==> config.mk <==
export PLATFORM = sky130hd
export DESIGN_NAME = serial_frame_tx
export DESIGN_NICKNAME = d
export VERILOG_FILES = /design/src/rtl/sft_pkg.sv /design/src/rtl/sft_bit_order.sv /design/src/rtl/sft_shifter.sv /design/src/rtl/sft_timer.sv /design/src/rtl/sft_sequencer.sv /design/src/rtl/serial_frame_tx.sv
export SDC_FILE = /design/constraint.sdc
export NUM_CORES = 1
export LEC_CHECK = 0
export ABC_AREA = 1
export BUFFER_PORTS_ARGS = -buffer_cell sky130_fd_sc_hd__buf_2
export CAP_MARGIN = 10
export CORE_AREA = 4 4 112 114
export DETAILED_ROUTE_END_ITERATION = 12
export DIE_AREA = 0 0 116 118
export PLACE_DENSITY = 0.69
export SLEW_MARGIN = 20
export SYNTH_ARGS = -nofsm -noshare
export SYNTH_HDL_FRONTEND = slang
export SYNTH_SLANG_ARGS = --single-unit
==> constraint.sdc <==
create_clock -name clk -period 6.7 [get_ports clk]
set_input_delay 0.335 -clock clk [delete_from_list [all_inputs] [get_ports clk]]
set_output_delay 0.335 -clock clk [all_outputs]
set_load 0.02 [all_outputs]
==> src/rtl/sft_pkg.sv <==
package sft_pkg;
  typedef enum logic [2:0] {
    ST_IDLE  = 3'd0,
    ST_SETUP = 3'd1,
    ST_HIGH  = 3'd2,
    ST_LOW   = 3'd3,
    ST_GAP   = 3'd4,
    ST_HOLD  = 3'd5,
    ST_REST  = 3'd6
  } phase_e;
endpackage

==> src/rtl/sft_bit_order.sv <==
module sft_bit_order #(
  parameter int WORD_W = 16,
  parameter int BYTE_W = 8
) (
  input  logic [WORD_W-1:0] in_word,
  input  logic              lsb_first,
  output logic [WORD_W-1:0] out_word
);
  localparam int N_BYTES = WORD_W / BYTE_W;

  logic [WORD_W-1:0] mirrored;

  for (genvar b = 0; b < N_BYTES; b++) begin : g_byte
    for (genvar i = 0; i < BYTE_W; i++) begin : g_bit
      assign mirrored[b*BYTE_W + i] = in_word[b*BYTE_W + BYTE_W - 1 - i];
    end
  end

  assign out_word = lsb_first ? mirrored : in_word;
endmodule

==> src/rtl/sft_shifter.sv <==
module sft_shifter #(
  parameter int WORD_W = 16
) (
  input  logic              clk,
  input  logic              rst,
  input  logic              load,
  input  logic [WORD_W-1:0] load_word,
  input  logic              shift,
  output logic              msb
);
  logic [WORD_W-1:0] shreg_q;

  always_ff @(posedge clk) begin
    if (rst) begin
      shreg_q <= '0;
    end else if (load) begin
      shreg_q <= load_word;
    end else if (shift) begin
      shreg_q <= {shreg_q[WORD_W-2:0], 1'b0};
    end
  end

  assign msb = shreg_q[WORD_W-1];
endmodule

==> src/rtl/sft_timer.sv <==
module sft_timer #(
  parameter int TW = 9
) (
  input  logic          clk,
  input  logic          rst,
  input  logic          load,
  input  logic [TW-1:0] load_val,
  output logic          done
);
  logic [TW-1:0] cnt_q;

  always_ff @(posedge clk) begin
    if (rst) begin
      cnt_q <= '0;
    end else if (load) begin
      cnt_q <= load_val;
    end else if (cnt_q != '0) begin
      cnt_q <= cnt_q - 1'b1;
    end
  end

  assign done = (cnt_q == '0);
endmodule

==> src/rtl/sft_sequencer.sv <==
module sft_sequencer
  import sft_pkg::*;
#(
  parameter int WORD_W = 16,
  parameter int BYTE_W = 8,
  parameter int CNT_W  = 8
) (
  input  logic             clk,
  input  logic             rst,
  input  logic             cmd_valid,
  output logic             cmd_ready,
  output logic             busy,
  input  logic             split_mode,
  input  logic [CNT_W-1:0] cfg_half,
  input  logic [CNT_W-1:0] cfg_setup,
  input  logic [CNT_W-1:0] cfg_hold,
  input  logic [CNT_W-1:0] cfg_gap,
  input  logic [CNT_W-1:0] cfg_idle,
  input  logic             timer_done,
  output logic             timer_load,
  output logic [CNT_W:0]   timer_val,
  output logic             load_en,
  output logic             shift_en,
  output phase_e           state
);
  localparam int TW       = CNT_W + 1;
  localparam int BIT_W    = $clog2(WORD_W);
  localparam int BYTE_IDX = $clog2(BYTE_W);

  phase_e            state_q, state_d;
  logic [BIT_W-1:0]  bit_q;
  logic              split_q;
  logic [CNT_W-1:0]  half_q, hold_q, gap_q, idle_q;
  logic              accept, last_bit, byte_end;

  function automatic logic [TW-1:0] span(input logic [CNT_W-1:0] v);
    return (v == '0) ? '0 : (TW'(v) - TW'(1));
  endfunction

  assign last_bit = (bit_q == BIT_W'(WORD_W - 1));
  assign byte_end = (bit_q[BYTE_IDX-1:0] == BYTE_IDX'(BYTE_W - 1));

  always_comb begin
    state_d    = state_q;
    timer_load = 1'b0;
    timer_val  = '0;
    shift_en   = 1'b0;
    accept     = 1'b0;
    unique case (state_q)
      ST_IDLE: begin
        if (cmd_valid) begin
          accept     = 1'b1;
          state_d    = ST_SETUP;
          timer_load = 1'b1;
          timer_val  = span(cfg_setup);
        end
      end
      ST_SETUP: begin
        if (timer_done) begin
          state_d    = ST_HIGH;
          timer_load = 1'b1;
          timer_val  = span(half_q);
        end
      end
      ST_HIGH: begin
        if (timer_done) begin
          shift_en   = 1'b1;
          timer_load = 1'b1;
          if (last_bit) begin
            state_d   = ST_HOLD;
            timer_val = span(hold_q);
          end else if (byte_end && split_q) begin
            state_d   = ST_GAP;
            timer_val = span(half_q) + TW'(gap_q);
          end else begin
            state_d   = ST_LOW;
            timer_val = span(half_q);
          end
        end
      end
      ST_LOW, ST_GAP: begin
        if (timer_done) begin
          state_d    = ST_HIGH;
          timer_load = 1'b1;
          timer_val  = span(half_q);
        end
      end
      ST_HOLD: begin
        if (timer_done) begin
          state_d    = ST_REST;
          timer_load = 1'b1;
          timer_val  = span(idle_q);
        end
      end
      ST_REST: begin
        if (timer_done) state_d = ST_IDLE;
      end
      default: state_d = ST_IDLE;
    endcase
  end

  always_ff @(posedge clk) begin
    if (rst) begin
      state_q <= ST_IDLE;
      bit_q   <= '0;
      split_q <= 1'b0;
      half_q  <= '0;
      hold_q  <= '0;
      gap_q   <= '0;
      idle_q  <= '0;
    end else begin
      state_q <= state_d;
      if (accept) begin
        bit_q   <= '0;
        split_q <= split_mode;
        half_q  <= cfg_half;
        hold_q  <= cfg_hold;
        gap_q   <= cfg_gap;
        idle_q  <= cfg_idle;
      end else if (shift_en) begin
        bit_q <= bit_q + 1'b1;
      end
    end
  end

  assign cmd_ready = (state_q == ST_IDLE);
  assign busy      = (state_q != ST_IDLE);
  assign load_en   = accept;
  assign state     = state_q;

  // an accepted command always starts the setup interval
  p_accept_starts_r10: assert property (@(posedge clk) disable iff (rst)
    (cmd_valid && cmd_ready) |=> (state_q == ST_SETUP));

  // the byte gap only occurs in a frame captured in split mode
  p_gap_split_only_r7: assert property (@(posedge clk) disable iff (rst)
    (state_q == ST_GAP) |-> split_q);

  // hold is entered only after all bits are sent (counter wrapped)
  p_hold_all_bits_r2: assert property (@(posedge clk) disable iff (rst)
    (state_q == ST_HOLD) |-> (bit_q == '0));

  // captured timing is stable during a frame
  p_cfg_frozen_r9: assert property (@(posedge clk) disable iff (rst)
    (busy && $past(busy) && !$past(cmd_ready)) |-> ($stable(half_q) && $stable(split_q)));
endmodule

==> src/rtl/serial_frame_tx.sv <==
module serial_frame_tx
  import sft_pkg::*;
#(
  parameter int WORD_W = 16,
  parameter int BYTE_W = 8,
  parameter int CNT_W  = 8
) (
  input  logic              clk,
  input  logic              rst,
  input  logic              cmd_valid,
  output logic              cmd_ready,
  input  logic [WORD_W-1:0] cmd_word,
  input  logic              split_mode,
  input  logic              lsb_first,
  input  logic [CNT_W-1:0]  cfg_half,
  input  logic [CNT_W-1:0]  cfg_setup,
  input  logic [CNT_W-1:0]  cfg_hold,
  input  logic [CNT_W-1:0]  cfg_gap,
  input  logic [CNT_W-1:0]  cfg_idle,
  output logic              busy,
  output logic              frame_sync_n,
  output logic              ser_clk,
  output logic              ser_data
);
  localparam int TW = CNT_W + 1;

  logic [WORD_W-1:0] ordered;
  logic              timer_done, timer_load, load_en, shift_en, msb;
  logic [TW-1:0]     timer_val;
  phase_e            state;
  logic              active;

  sft_bit_order #(.WORD_W(WORD_W), .BYTE_W(BYTE_W)) u_order (
    .in_word  (cmd_word),
    .lsb_first(lsb_first),
    .out_word (ordered)
  );

  sft_timer #(.TW(TW)) u_timer (
    .clk     (clk),
    .rst     (rst),
    .load    (timer_load),
    .load_val(timer_val),
    .done    (timer_done)
  );

  sft_shifter #(.WORD_W(WORD_W)) u_shift (
    .clk      (clk),
    .rst      (rst),
    .load     (load_en),
    .load_word(ordered),
    .shift    (shift_en),
    .msb      (msb)
  );

  sft_sequencer #(.WORD_W(WORD_W), .BYTE_W(BYTE_W), .CNT_W(CNT_W)) u_seq (
    .clk       (clk),
    .rst       (rst),
    .cmd_valid (cmd_valid),
    .cmd_ready (cmd_ready),
    .busy      (busy),
    .split_mode(split_mode),
    .cfg_half  (cfg_half),
    .cfg_setup (cfg_setup),
    .cfg_hold  (cfg_hold),
    .cfg_gap   (cfg_gap),
    .cfg_idle  (cfg_idle),
    .timer_done(timer_done),
    .timer_load(timer_load),
    .timer_val (timer_val),
    .load_en   (load_en),
    .shift_en  (shift_en),
    .state     (state)
  );

  assign active = (state == ST_SETUP) || (state == ST_HIGH) || (state == ST_LOW) ||
                  (state == ST_GAP)   || (state == ST_HOLD);

  always_ff @(posedge clk) begin
    if (rst) begin
      frame_sync_n <= 1'b1;
      ser_clk      <= 1'b0;
      ser_data     <= 1'b0;
    end else begin
      frame_sync_n <= ~active;
      ser_clk      <= (state == ST_HIGH);
      ser_data     <= active & msb;
    end
  end

  // clock idles low outside a frame
  p_clk_idle_low_r1: assert property (@(posedge clk) disable iff (rst)
    frame_sync_n |-> !ser_clk);

  // data line quiet outside a frame
  p_data_quiet_r1: assert property (@(posedge clk) disable iff (rst)
    frame_sync_n |-> !ser_data);

  // data never moves while the serial clock is high
  p_data_stable_high_r3: assert property (@(posedge clk) disable iff (rst)
    ser_clk |-> $stable(ser_data));

  // no new frame starts while the line is held off by the idle time
  p_no_start_busy_r10: assert property (@(posedge clk) disable iff (rst)
    $fell(frame_sync_n) |-> busy);
endmodule

# Yosys cells after proc, flatten, opt, wreduce, memory -nomap -nowiden
# Cells that the tools add are included.
dict set report word_totals {
  register_bits 68
  input_bits 61
  out_inout_bits 5
  word_cells 82
}
dict set report op_classes {
  addsub 7
  n_eq_ne 13
  mux 29
  bitwise 2
  n_reduce_logical 19
}
# cell count
set ops {}
lappend ops {{9-bit 2-to-1 mux} 12}
lappend ops {{16-bit 2-to-1 mux} 3}
lappend ops {{9-bit case mux with 4 select lines} 1}
lappend ops {{8-bit by 1-bit subtractor with 9-bit output, second input constant} 4}
lappend ops {{8-bit zero test} 4}
lappend ops {{3-bit 2-to-1 mux} 7}
lappend ops {{3-bit case mux with 5 select lines} 1}
lappend ops {{3-bit == test, second input constant} 4}
lappend ops {{9-bit by 8-bit adder with 9-bit output} 1}
lappend ops {{9-bit zero test} 1}
lappend ops {{9-bit nonzero test} 1}
lappend ops {{9-bit by 1-bit subtractor with 9-bit output, second input constant} 1}
lappend ops {{2-bit inequality test, second input constant} 4}
lappend ops {{3-bit by 2-bit == test with 1-bit output, second input constant} 2}
lappend ops {{5-bit AND reduction} 1}
lappend ops {{5-bit OR reduction} 1}
lappend ops {{4-bit by 1-bit adder with 4-bit output, second input constant} 1}
lappend ops {{4-bit == test, second input constant} 1}
lappend ops {{1-bit logical OR} 4}
lappend ops {{1-bit 2-to-1 mux} 4}
lappend ops {{2-bit nonzero test} 2}
lappend ops {{3-bit by 1-bit == test with 1-bit output, second input constant} 1}
lappend ops {{3-bit zero test} 1}
lappend ops {{3-bit nonzero test} 1}
lappend ops {{7 further kinds} 7}

# Longest topological paths before layout
dict set report depth {
  depth_word 8
  mapped_depth 20
}

# Hierarchy
# Synthesis repeated with hierarchy kept, for this count alone.
dict set report unflattened {
  hier_cells 778
  area_unflattened_um2 4854.7
}
# mod instances cells_each area_each_um2
set modules_own_cells {}
lappend modules_own_cells {sft_sequencer 1 506 3090.5}
lappend modules_own_cells {sft_shifter 1 121 799.5}
lappend modules_own_cells {sft_timer 1 87 576.8}
lappend modules_own_cells {sft_bit_order 1 52 284.0}
lappend modules_own_cells {serial_frame_tx 1 12 103.8}

# Least setup slack after synthesis
# Ideal clock, no wire load.
dict set report synth_timing {
  path_kind {register -> register}
  start {register u_seq.half_q[0]}
  end {register u_timer.cnt_q[6]}
  arrival_time_ps 2242
  setup_slack_ps 4349
  path_stages_with_launch 20
  path_buffers 0
  period_less_slack_ps 2351
  cell_sequence {dfxtp_1 > inv_1 > ha_1 > nand2_1 > inv_1 > nand2_1 > nand2_1 > inv_1 > ha_1 > fa_1 > nand2_1 > nand3_1 > nand3b_1 > nand3b_1 > nand2_1 > nand2_1 > nand3_1 > nand3_1 > nand2_1 > inv_1}
}
dict set report synth_between {
  elab_chain_cells 8
  elab_cells_between_ends 10
  cone_classes {2 x add/sub; 7 x mux; 1 x reduce/logical}
}
# element line_no
set synth_lines {}
lappend synth_lines {{from (decl)} sft_sequencer.sv:33} ;# logic [CNT_W-1:0] half_q, hold_q, gap_q, idle_q;
lappend synth_lines {{from (signal assigned)} sft_sequencer.sv:116} ;# half_q <= cfg_half;
lappend synth_lines {{8-bit by 1-bit subtractor with 9-bit output / 8-bit zero test (equally long branches)} sft_sequencer.sv:37} ;# return (v == '0) ? '0 : (TW'(v) - TW'(1));
lappend synth_lines {{9-bit 2-to-1 mux (*)} sft_sequencer.sv:37}
lappend synth_lines {{9-bit by 8-bit adder with 9-bit output} sft_sequencer.sv:74} ;# timer_val = span(half_q) + TW'(gap_q);
lappend synth_lines {{9-bit 2-to-1 mux} sft_sequencer.sv:72} ;# end else if (byte_end && split_q) begin
lappend synth_lines {{9-bit 2-to-1 mux} sft_sequencer.sv:69} ;# if (last_bit) begin
lappend synth_lines {{9-bit 2-to-1 mux} sft_sequencer.sv:66} ;# if (timer_done) begin
lappend synth_lines {{9-bit case mux with 4 select lines (*)} sft_sequencer.sv:49} ;# unique case (state_q)
lappend synth_lines {{9-bit 2-to-1 mux (*)} sft_timer.sv:15} ;# end else if (load) begin
lappend synth_lines {{to (signal assigned)} sft_timer.sv:16} ;# cnt_q <= load_val;
lappend synth_lines {{to (signal assigned)} sft_timer.sv:18} ;# cnt_q <= cnt_q - 1'b1;
lappend synth_lines {{to (decl)} sft_timer.sv:10} ;# logic [TW-1:0] cnt_q;
# Mark *: on every way between the ends. The rest lies on a longest branch, timed or not.
# A chain may end at the register's enable or synchronous reset.

# Final worst setup path
# Ends and elaborated chain as after synthesis.

==> flow_metrics.py <==
metrics = {
    "outcome": {
        "status": "finished clean",
    },
    "final_layout": {
        "design_area_um2": 5268,
        "drive_gt1_share_pct": 14.67,
        "syn2layout_area_growth_pct": 15.69,
        "final_nets": 850,
        "multi_input_area_um2": 2716,
        "antenna_cells": 0,
        "register_area_um2": 1361,
        "fillers": 1229,
    },
    "cts": {
        "cts_tree": "yes",
        "clock_sinks": 68,
        "clockRootBuffer": "clkbuf_16",
        "cts_setup_buffers": 0,
        "cts_made_buffers": 9,
        "ctsHoldBuffers": 0,
        "cts.reportedPaths.clkPinSlew_ps": 60,
        "clock_path_buffers": 2,
        "cts_resized": 0,
        "htreeDepth": 3,
        "clk_latency_ps": 340,
    },
    "global_routing": {
        "globalRoute.totalOverflow": 0,
        "grt_pass1_vias": 4324,
        "track_usage_pct": 17.78,
        "grt_max_degree": 92,
        "grt_pass1_wl_mm": 19.82,
        "antenna_found_initial": 0,
    },
    "timing": {
        "drv_slew": 0,
        "fmax_mhz": 376.4,
        "fin_crit_ps": 2657,
        "worst_pin_slew_ps": 1048,
        "max-slew-margin-rel_pct": 29.95,
        "hold_violations": 0,
        "rsz0062_at_grt": "no",
        "tns_ps": 0,
        "skew_ps": 4.512,
        "finalCritPeriodShare_pct": 39.65,
        "setup_viol": 0,
    },
    "logic_synthesis": {
        "synth_top_family_by_area": "simple AND/OR/NAND/NOR gates",
        "synth_edf_count": 0,
        "synth_simple_gate_area_share_pct": 32.67,
        "synth_nets": 796,
        "avgSynthCellArea_um2": 6.341,
        "synth-seq-cells": 68,
        "async_flop_share_pct": 0,
        "netlist_instances": 718,
        "yosysWarnings": 0,
        "ys_types": 34,
        "synth_xor_area_share_pct": 3.655,
        "synth_top_flop_cell": "dfxtp_1",
        "synth_top_area_share_pct": 29.90,
        "netlist_top_cells_area": "dfxtp_1, nand2_1, a21oi_1",
        "yosys.area_share.adder_pct": 4.836,
        "syn_area_um2": 4553,
        "synth_compound_area_share_pct": 18.49,
        "synth_top_cell_by_area": "dfxtp_1",
        "seq_area_frac_synth_pct": 29.90,
        "muxShareOfSynthArea_pct": 0,
    },
    "setup_path": {
        "start_kind": "flop",
        "cp_max_fo": 8,
        "cp.arrival_ps": 2900,
        "worstPathRequired_ps": 6940,
        "criticalPathCategory": "reg2reg",
        "worst_setup_path_end_kind": "flop",
    },
    "die": {
        "ios": 66,
        "coreArea_um2": 11420,
        "rows": 39,
        "die_area_um2": 13690,
        "fp.dieH_um": 118,
        "start_util_pct": 39.88,
        "die_x_um": 116,
    },
    "power_and_ir_drop": {
        "switching_share_pct": 41.39,
        "ir_drop_uv": 250.4,
        "p_switching_uw": 779.9,
        "powerDensity_nw_per_um2": 357.8,
        "power_frac_comb_pct": 43.6,
        "p_int_mw": 1.105,
        "total_leakage_power_nw": 2.573,
        "clockPowerShare_pct": 27.4,
        "pwr-share-seq_pct": 29.0,
    },
    "place": {
        "place.port_buffers": 65,
        "dp_hpwl_mm": 8.928,
        "post_dp_cell_area_um2": 4942,
        "gp_congestion": 0.9195,
    },
    "route": {
        "wl_per_cell_um": 12.74,
        "routed_wl_mm": 11.72,
        "vias": 4573,
        "drc_errors": 0,
        "final_antenna_net_count": 0,
        "drt_iter0_drc": 240,
        "post_drt_via_cell_ratio": 4.971,
        "drt-pass1-iter-count": 5,
    },
    "worst_hold_path": {
        "hold_class": "in2reg",
    },
    "run": {
        "cap_viol_max_count": 0,
    },
}
cells by family (layout without fill, tap and decap cells):
logic type	count (synthesis)	after routing
and+or+nand+nor	349	349
adders and majority gates	17	17
AOI/OAI and AO/OA	148	148
xor gates and xnor gates	19	19
DFF	68	68
buffers and inverters	117	176
per-layer routing:
metal,part of all wire [%],global-route usage [%],up-vias
li1,-,-,2430
met1,47,23.82,1997
met2,44,27.55,123
met3,6.2,4.370,23
met4,2.5,6.309,0
met5,0,0,-
stage by stage:
| stage | util (%) | instances | power, mW | hold slack [ps] | setup slack [ps] |
|---|---|---|---|---|---|
| floorplan | - | 718 | 1.197 | 405.0 | 4349 |
| global placement | 43.28 | 904 | 1.369 | 418.1 | 4124 |
| detailed placement | 43.28 | 904 | 1.368 | 413.0 | 4065 |
| CTS | 46.13 | 920 | 1.893 | 232.0 | 4060 |
| global route | 46.13 | 920 | 2.050 | 246.0 | 3678 |
| finish | 46.13 | 920 | 1.885 | 238.0 | 4043 |
area by class of cell:
cell class	count	area share (%)
multi-input cells	533	51.57
flip-flops and latches	68	25.84
inverters	94	6.698
repair buffers	66	6.318
clock buffers	10	4.537
well taps	143	3.397
clock inverters	6	1.639
sequential cells by signal (all words and copies together), names as in the netlist:
register,count
u_seq.hold_q,8
ser_clk,1
ser_data,1
frame_sync_n,1
u_shift.shreg_q,16
u_seq.half_q,8
u_timer.cnt_q,9
u_seq.state,3
u_seq.split_q,1
u_seq.idle_q,8
u_seq.gap_q,8
u_seq.bit_q,4
synthesized netlist by cell type, types with 4 or more instances:
| cell type | number |
|---|---|
| a211oi_1 | 4 |
| a211oi_2 | 10 |
| a21oi_1 | 84 |
| buf_2 | 8 |
| clkbuf_1 | 10 |
| dfxtp_1 | 68 |
| ha_1 | 16 |
| inv_1 | 88 |
| inv_2 | 5 |
| nand2_1 | 180 |
| nand2_2 | 4 |
| nand3_1 | 57 |
| nand4_1 | 8 |
| nor2_1 | 82 |
| nor2_2 | 5 |
| nor3_1 | 5 |
| o21ai_0 | 43 |
| xor2_1 | 16 |
final timing paths:
kind / startpoint / to / slack [ps] / cells past startpoint
max: u_seq.half_q[0]$_SDFFE_PP0P_ / u_timer.cnt_q[6]$_SDFFE_PP0P_ / 4040 / 19
min: cfg_gap[1] / u_seq.gap_q[1]$_SDFFE_PP0P_ / 240 / 3
max reg2reg: u_seq.half_q[0]$_SDFFE_PP0P_ / u_timer.cnt_q[6]$_SDFFE_PP0P_ / 4040 / 19
min reg2reg: u_shift.shreg_q[15]$_SDFFE_PP0P_ / ser_data$_SDFF_PP0_ / 420 / 2
critical path: stages, from the launching register on:
cell,delay (ps)
dfxtp_1,290
inv_1,170
ha_1,190
nand2_1,90
inv_1,70
nand2_1,140
nand2_1,160
inv_1,60
ha_1,210
fa_1,380
nand2_1,90
nand3_1,130
nand3b_1,140
nand3b_1,90
nand2_1,80
nand2_1,50
nand3_1,60
nand3_1,70
nand2_1,60
inv_1,30
power by group through the flow:
stage	clock network, mW	logic [mW]	registers [mW]
after CTS	0.528	0.819	0.546
after global routing	0.547	0.946	0.558
after detailed placement	0	0.815	0.553
final	0.517	0.821	0.547
after floorplan	0	0.654	0.543
after global placement	0	0.815	0.554
cells in the final DEF (no fill, tap or decap), drive strengths merged, types with 14 or more instances in the layout:
cell	n
nand2	184
inv	94
nor2	90
a21oi	85
dfxtp	68
buf	66
nand3	58
o21ai	46
xor2	16
ha	16
a211oi	14
Note: power is estimated with default switching activity, not from simulation.
